**src/rtl/stk_pkg.sv**
```systemverilog
package stk_pkg;
  typedef enum logic [2:0] {
    OP_PUSH_MEM = 3'd0,
    OP_PUSH_IMM = 3'd1,
    OP_POP_MEM  = 3'd2,
    OP_ADD      = 3'd3,
    OP_SUB      = 3'd4,
    OP_MUL      = 3'd5,
    OP_DIV      = 3'd6,
    OP_NOP      = 3'd7
  } stk_op_e;

  typedef enum logic [1:0] {
    ERR_NONE  = 2'd0,
    ERR_UNDER = 2'd1,
    ERR_OVER  = 2'd2,
    ERR_DIVZ  = 2'd3
  } stk_err_e;
endpackage

```
**src/rtl/stk_regmem.sv**
```systemverilog
// Operand stack storage: one write port, two combinational read ports.
module stk_regmem #(
  parameter int W     = 16,
  parameter int DEPTH = 16
) (
  input  logic                     clk,
  input  logic                     rst_n,
  input  logic                     we,
  input  logic [$clog2(DEPTH)-1:0] waddr,
  input  logic [W-1:0]             wdata,
  input  logic [$clog2(DEPTH)-1:0] raddr_a,
  output logic [W-1:0]             rdata_a,
  input  logic [$clog2(DEPTH)-1:0] raddr_b,
  output logic [W-1:0]             rdata_b
);
  logic [W-1:0] cells [DEPTH];

  always_ff @(posedge clk or negedge rst_n) begin
    if (!rst_n) begin
      for (int i = 0; i < DEPTH; i++) cells[i] <= '0;
    end else if (we) begin
      cells[waddr] <= wdata;
    end
  end

  assign rdata_a = cells[raddr_a];
  assign rdata_b = cells[raddr_b];
endmodule

```
**src/rtl/stk_ptr.sv**
```systemverilog
// Stack pointer: DEPTH means empty, 0 means full.
module stk_ptr #(
  parameter int DEPTH = 16
) (
  input  logic                       clk,
  input  logic                       rst_n,
  input  logic                       dec,
  input  logic                       inc,
  output logic [$clog2(DEPTH+1)-1:0] sp
);
  localparam int SPW = $clog2(DEPTH+1);

  always_ff @(posedge clk or negedge rst_n) begin
    if (!rst_n)   sp <= SPW'(DEPTH);
    else if (dec) sp <= sp - SPW'(1);
    else if (inc) sp <= sp + SPW'(1);
  end
endmodule

```
**src/rtl/stk_alu.sv**
```systemverilog
module stk_alu
  import stk_pkg::*;
#(
  parameter int W = 16
) (
  input  stk_op_e      op,
  input  logic [W-1:0] a,
  input  logic [W-1:0] b,
  output logic [W-1:0] res,
  output logic         div_zero
);
  function automatic logic [W-1:0] f_add(logic [W-1:0] x, logic [W-1:0] y);
    return x + y;
  endfunction

  function automatic logic [W-1:0] f_sub(logic [W-1:0] x, logic [W-1:0] y);
    return x - y;
  endfunction

  function automatic logic [W-1:0] f_mul(logic [W-1:0] x, logic [W-1:0] y);
    logic [2*W-1:0] p;
    p = {{W{1'b0}}, x} * {{W{1'b0}}, y};
    return p[W-1:0];
  endfunction

  function automatic logic [W-1:0] f_div(logic [W-1:0] x, logic [W-1:0] y);
    if (y == '0) return '1;
    return x / y;
  endfunction

  always_comb begin
    div_zero = 1'b0;
    case (op)
      OP_ADD:  res = f_add(a, b);
      OP_SUB:  res = f_sub(a, b);
      OP_MUL:  res = f_mul(a, b);
      OP_DIV: begin
        res      = f_div(a, b);
        div_zero = (b == '0);
      end
      default: res = a;
    endcase
  end
endmodule

```
**src/rtl/stk_exec_unit.sv**
```systemverilog
module stk_exec_unit
  import stk_pkg::*;
#(
  parameter int W         = 16,
  parameter int DEPTH     = 16,
  parameter int MEM_WORDS = 16
) (
  input  logic         clk,
  input  logic         rst_n,
  input  logic         cmd_valid,
  input  logic [2:0]   cmd_op,
  input  logic [W-1:0] cmd_arg,
  output logic         busy,
  output logic         done,
  output logic [W-1:0] tos,
  output logic [1:0]   err_code
);
  localparam int SAW = $clog2(DEPTH);
  localparam int SPW = $clog2(DEPTH+1);
  localparam int MAW = $clog2(MEM_WORDS);

  // command holding stage
  logic         pend_q, done_q;
  stk_op_e      op_q;
  logic [W-1:0] arg_q;
  stk_err_e     err_q;

  // named internal events for the checker
  logic           exec_fire, ovf_evt, unf_evt, dz_evt;
  logic [SPW-1:0] sp_cur;

  logic is_push, is_pop, is_bin;
  logic st_full, st_empty, st_two;
  logic push_ok, pop_ok, bin_ok;
  logic [SAW-1:0] tos_idx, nos_idx, push_idx;
  logic [W-1:0]   tos_val, nos_val, alu_res, push_val;
  logic           alu_dz;
  logic           stk_we;
  logic [SAW-1:0] stk_waddr;
  logic [W-1:0]   stk_wdata;

  logic [W-1:0]   dmem [MEM_WORDS];
  logic [MAW-1:0] dm_addr;

  wire accept = cmd_valid & ~pend_q;
  assign exec_fire = pend_q;

  always_ff @(posedge clk or negedge rst_n) begin
    if (!rst_n) begin
      pend_q <= 1'b0;
      op_q   <= OP_NOP;
      arg_q  <= '0;
    end else if (accept) begin
      pend_q <= 1'b1;
      op_q   <= stk_op_e'(cmd_op);
      arg_q  <= cmd_arg;
    end else if (exec_fire) begin
      pend_q <= 1'b0;
    end
  end

  // decode and stack boundary checks
  assign is_push  = (op_q == OP_PUSH_MEM) || (op_q == OP_PUSH_IMM);
  assign is_pop   = (op_q == OP_POP_MEM);
  assign is_bin   = (op_q == OP_ADD) || (op_q == OP_SUB) ||
                    (op_q == OP_MUL) || (op_q == OP_DIV);
  assign st_full  = (sp_cur == '0);
  assign st_empty = (sp_cur == SPW'(DEPTH));
  assign st_two   = (sp_cur <= SPW'(DEPTH - 2));

  assign push_ok = exec_fire & is_push & ~st_full;
  assign pop_ok  = exec_fire & is_pop  & ~st_empty;
  assign bin_ok  = exec_fire & is_bin  & st_two;
  assign ovf_evt = exec_fire & is_push & st_full;
  assign unf_evt = exec_fire & ((is_pop & st_empty) | (is_bin & ~st_two));
  assign dz_evt  = bin_ok & alu_dz;

  stk_ptr #(.DEPTH(DEPTH)) u_ptr (
    .clk (clk),
    .rst_n (rst_n),
    .dec (push_ok),
    .inc (pop_ok | bin_ok),
    .sp  (sp_cur)
  );

  assign tos_idx  = sp_cur[SAW-1:0];
  assign nos_idx  = sp_cur[SAW-1:0] + SAW'(1);
  assign push_idx = sp_cur[SAW-1:0] - SAW'(1);

  stk_alu #(.W(W)) u_alu (
    .op       (op_q),
    .a        (tos_val),
    .b        (nos_val),
    .res      (alu_res),
    .div_zero (alu_dz)
  );

  // data RAM
  assign dm_addr  = arg_q[MAW-1:0];
  assign push_val = (op_q == OP_PUSH_MEM) ? dmem[dm_addr] : arg_q;

  always_ff @(posedge clk or negedge rst_n) begin
    if (!rst_n) begin
      for (int i = 0; i < MEM_WORDS; i++) dmem[i] <= '0;
    end else if (pop_ok) begin
      dmem[dm_addr] <= tos_val;
    end
  end

  // stack write: push at the pre-decremented slot, result at the old NOS slot
  assign stk_we    = push_ok | bin_ok;
  assign stk_waddr = push_ok ? push_idx : nos_idx;
  assign stk_wdata = push_ok ? push_val : alu_res;

  stk_regmem #(.W(W), .DEPTH(DEPTH)) u_stack (
    .clk     (clk),
    .rst_n   (rst_n),
    .we      (stk_we),
    .waddr   (stk_waddr),
    .wdata   (stk_wdata),
    .raddr_a (tos_idx),
    .rdata_a (tos_val),
    .raddr_b (nos_idx),
    .rdata_b (nos_val)
  );

  // completion and status
  always_ff @(posedge clk or negedge rst_n) begin
    if (!rst_n) begin
      done_q <= 1'b0;
      err_q  <= ERR_NONE;
    end else begin
      done_q <= exec_fire;
      if (exec_fire) begin
        if (ovf_evt)      err_q <= ERR_OVER;
        else if (unf_evt) err_q <= ERR_UNDER;
        else if (dz_evt)  err_q <= ERR_DIVZ;
        else              err_q <= ERR_NONE;
      end
    end
  end

  assign busy     = pend_q;
  assign done     = done_q;
  assign tos      = st_empty ? '0 : tos_val;
  assign err_code = err_q;
endmodule

```
**config.mk**
```make
export PLATFORM = sky130hd
export DESIGN_NAME = stk_exec_unit
export DESIGN_NICKNAME = d
export VERILOG_FILES = /design/src/rtl/stk_pkg.sv /design/src/rtl/stk_regmem.sv /design/src/rtl/stk_ptr.sv /design/src/rtl/stk_alu.sv /design/src/rtl/stk_exec_unit.sv
export SDC_FILE = /design/constraint.sdc
export NUM_CORES = 2
export LEC_CHECK = 0
export ABC_AREA = 1
export BUFFER_PORTS_ARGS = -buffer_cell sky130_fd_sc_hd__buf_4
export CORE_MARGIN = 2
export CORE_UTILIZATION = 35
export CTS_CLUSTER_SIZE = 25
export DETAILED_ROUTE_END_ITERATION = 7
export GPL_TIMING_DRIVEN = 0
export PLACE_DENSITY_LB_ADDON = 0.05
export SLEW_MARGIN = 20
export SYNTH_ARGS = -nofsm -noshare
export SYNTH_HDL_FRONTEND = slang
export SYNTH_SLANG_ARGS = --single-unit
```
**constraint.sdc**
```tcl
create_clock -name clk -period 33.6 [get_ports clk]
set_clock_uncertainty 0.05 [all_clocks]
set_input_delay 0 -clock clk [delete_from_list [all_inputs] [get_ports clk]]
set_output_delay 0 -clock clk [all_outputs]
set_load 0.01 [all_outputs]
```
==> impl_metrics.yaml <==
outcome:
  status: "complete, no violations"
clock_network:
  cts_tree: "built"
  clock_sinks: 540
  clock_path_buffers: 3
  cts_root_buf: "clkbuf_16"
  path_clk_slew_ps: 60
  clock_latency_ps: 700
  numCtsBuffers: 61
  htreeDepth: 2
timing:
  fin_crit_ps: 31970
  tightest_slew_ps: 1270
  drv_slew: 0
  setup_ws_ps: 1630
  max_freq_ghz: 0.0313
  relSlewSlack: 0.152
  setup_viol: 0
  final.setup.tns_ps: 0
  holdWs_ps: 45.5
  period_share: 0.952
  finalHoldViolCount: 0
place:
  dp_slack_ps: -9280
  port_buffers: 41
  dp_hpwl_mm: 136
  finalWeightedCongestion: 1.00
drt:
  topRoutingLayerUsed: "met4"
  ant_nets: 0
  wire_per_inst_um: 26.2
  vias: 39300
  wl_met3_mm: 16.1
  drtIter0Drc: 4311
  wl_met2_mm: 80.5
  drt-total-wl_mm: 187
  first_pass_iters: 8
  via_per_inst: 5.51
  drc: 0
  m1WireLength_mm: 82.5
cells_and_area:
  layout_commonest_cell: "nand2_1"
  final_cell_mix: "1,548 x nand2_1, 563 x inv_1, 538 x o21ai_0"
  drive_above_1_share: 0.119
  fin_nets: 5921
  area_growth_pct: 18.8
synth:
  synthArstFlopShare: 1.00
  netlist_instances: 5300
  ys.warnings.count: 0
  synth_area_mm2: 0.0386
  synth.net_count: 5616
  synth-edff-count: 0
  yosysUniqueCellTypes: 62
  yosysSeqAreaShare: 0.350
  ys_ff_latch: 540
  avgSynthCellArea_um2: 7.29
  synth_ff_type: "dfrtp_1"
global_routing:
  global_route.overflow_total: 0
  grt_pass1_wl_mm: 267
  grt_max_degree: 90
  grt_pass1_vias: 37300
  antenna_found_initial: 5
  grt.total_usage: 0.327
setup_path:
  slowest_delay_ps: 880
  crit_path_end_kind: "register"
  crit_path_max_fanout: 10
  cp-start-kind: "register"
  critPathArrivalTime_ps: 32430
  crit_path_top_delay_cell: "clkbuf_1"
  path_class: "register to register"
  cp_common_cell: "nand2_1"
  cp.required_ps: 34060
floorplanning:
  dieArea_mm2: 0.113
  core_mm2: 0.109
  io_pins: 42
  fp.dieW_um: 336
  fp.dieH_um: 336
  std_cell_rows: 121
  start_util: 0.354
flow_run:
  maxCapViolations: 0
min_path:
  min_path_type: "primary input to register"
## repair_timing
item	4_1_cts	5_1_grt
setup buffers	61	96
endpoints found under the hold margin	226	0
pin swaps	38	127
hold buffers	37	0
cloned	1	3
setup endpoints to repair	58	32
resized for setup	155	195
## synthesized netlist by cell type, types with 4 or more instances
cell type	count	share of area
clkinv_1	20	0.0019
nand4_1	10	0.0016
o211ai_1	69	0.013
and2_1	7	0.0011
dfrtp_1	536	0.35
a22oi_1	118	0.023
o221ai_1	11	0.0025
a21o_1	24	0.0047
inv_1	582	0.057
nand2_1	1611	0.16
nor3_1	23	0.0030
xnor2_1	55	0.012
o31ai_1	6	0.0012
buf_6	22	0.0064
a2111oi_0	7	0.0016
buf_2	50	0.0065
dfstp_2	4	0.0027
nand2_2	17	0.0028
inv_2	10	0.00097
fa_1	82	0.042
ha_1	212	0.069
or2_2	24	0.0039
o22ai_1	6	0.00097
o21ai_1	35	0.0045
buf_1	28	0.0027
nor2_1	243	0.024
o2111ai_1	6	0.0014
nand3_1	299	0.039
clkbuf_1	170	0.017
o21ai_0	574	0.074
xor2_1	69	0.016
a21oi_1	201	0.026
o21a_1	67	0.013
buf_4	21	0.0041
o21bai_1	19	0.0037
o21ai_2	11	0.0025
a31oi_1	5	0.00081
nor4_1	10	0.0016
## critical path, delay by kind of cell (launching register included)
family | cells | cell delay, ps
buffers and inverters | 32 | 4670
flip-flops | 1 | 410
AO/OA/AOI/OAI | 85 | 12000
adder cells (fa/ha/maj) | 15 | 4020
AND/OR/NAND/NOR | 114 | 10390
## sequential cells by signal, indices dropped and copies added (netlist names)
name / cells
arg_q: 16
busy: 1
op_q: 3
done: 1
u_stack.cells: 256
dmem: 256
u_ptr.sp: 5
err_code: 2
## cell type report
type	count	area [µm²]
multi-input cells	3855	22200
repair buffers	246	2160
inverters	614	2360
flip-flops and latches	540	13500
diodes	5	12.5
well taps	1476	1850
clock buffers	90	1810
plain buffers	287	1660
clock inverters	25	267
fillers	11600	63300
## per-layer routing
metal  GRT usage  vias up
met5           0        -
met4       0.128        0
met3      0.0519      382
met2       0.491     1728
met1       0.468    19400
li1            -    17900
## path summary, 6_finish.rpt
| check | cells after the start | slack [ps] | endpoint | start |
|---|---|---|---|---|
| max in group asynchronous | 6 | 31890 | dmem[104]$_DFFE_PN0P_ | rst_n |
| min in group asynchronous | 4 | 410 | u_stack.cells[23]$_DFFE_PN0P_ | rst_n |
| worst max-delay path | 246 | 1630 | u_stack.cells[32]$_DFFE_PN0P_ | u_ptr.sp[3]$_DFFE_PN0P_ |
| worst min-delay path | 4 | 50 | arg_q[7]$_DFFE_PN0P_ | cmd_arg[7] |
| worst min register to register | 2 | 430 | u_stack.cells[111]$_DFFE_PN0P_ | u_stack.cells[111]$_DFFE_PN0P_ |
| worst max register to register | 246 | 1630 | u_stack.cells[32]$_DFFE_PN0P_ | u_ptr.sp[3]$_DFFE_PN0P_ |
## per-stage QoR
step / instances / utilization / area (µm²)
4_1_cts: 7038 / 0.407 / 44400
3_5_place_dp: 6824 / 0.375 / 41000
3_3_place_gp: 6817 / 0.374 / 40800
2_1_floorplan: 5300 / - / 38600
5_1_grt: 7134 / 0.420 / 45900
6_report: 7138 / 0.420 / 45900
## cells by family (layout without fill, tap and decap cells)
logic type / count (synthesis) / count (layout) / synth area share
AO/OA/AOI/OAI: 1173 / 1173 / 0.177
XOR/XNOR: 126 / 126 / 0.0292
adder cells (fa/ha/maj): 294 / 294 / 0.111
buffers and inverters: 905 / 1262 / 0.0960
flip-flops: 540 / 540 / 0.350
multiplexers: 1 / 1 / 0.000259
other: 0 / 5 / 0
AND/OR/NAND/NOR: 2261 / 2261 / 0.237
Power is left out: the tool's default activity adds up to more than one toggle a clock period on the data nets, which glitch-free logic cannot reach.
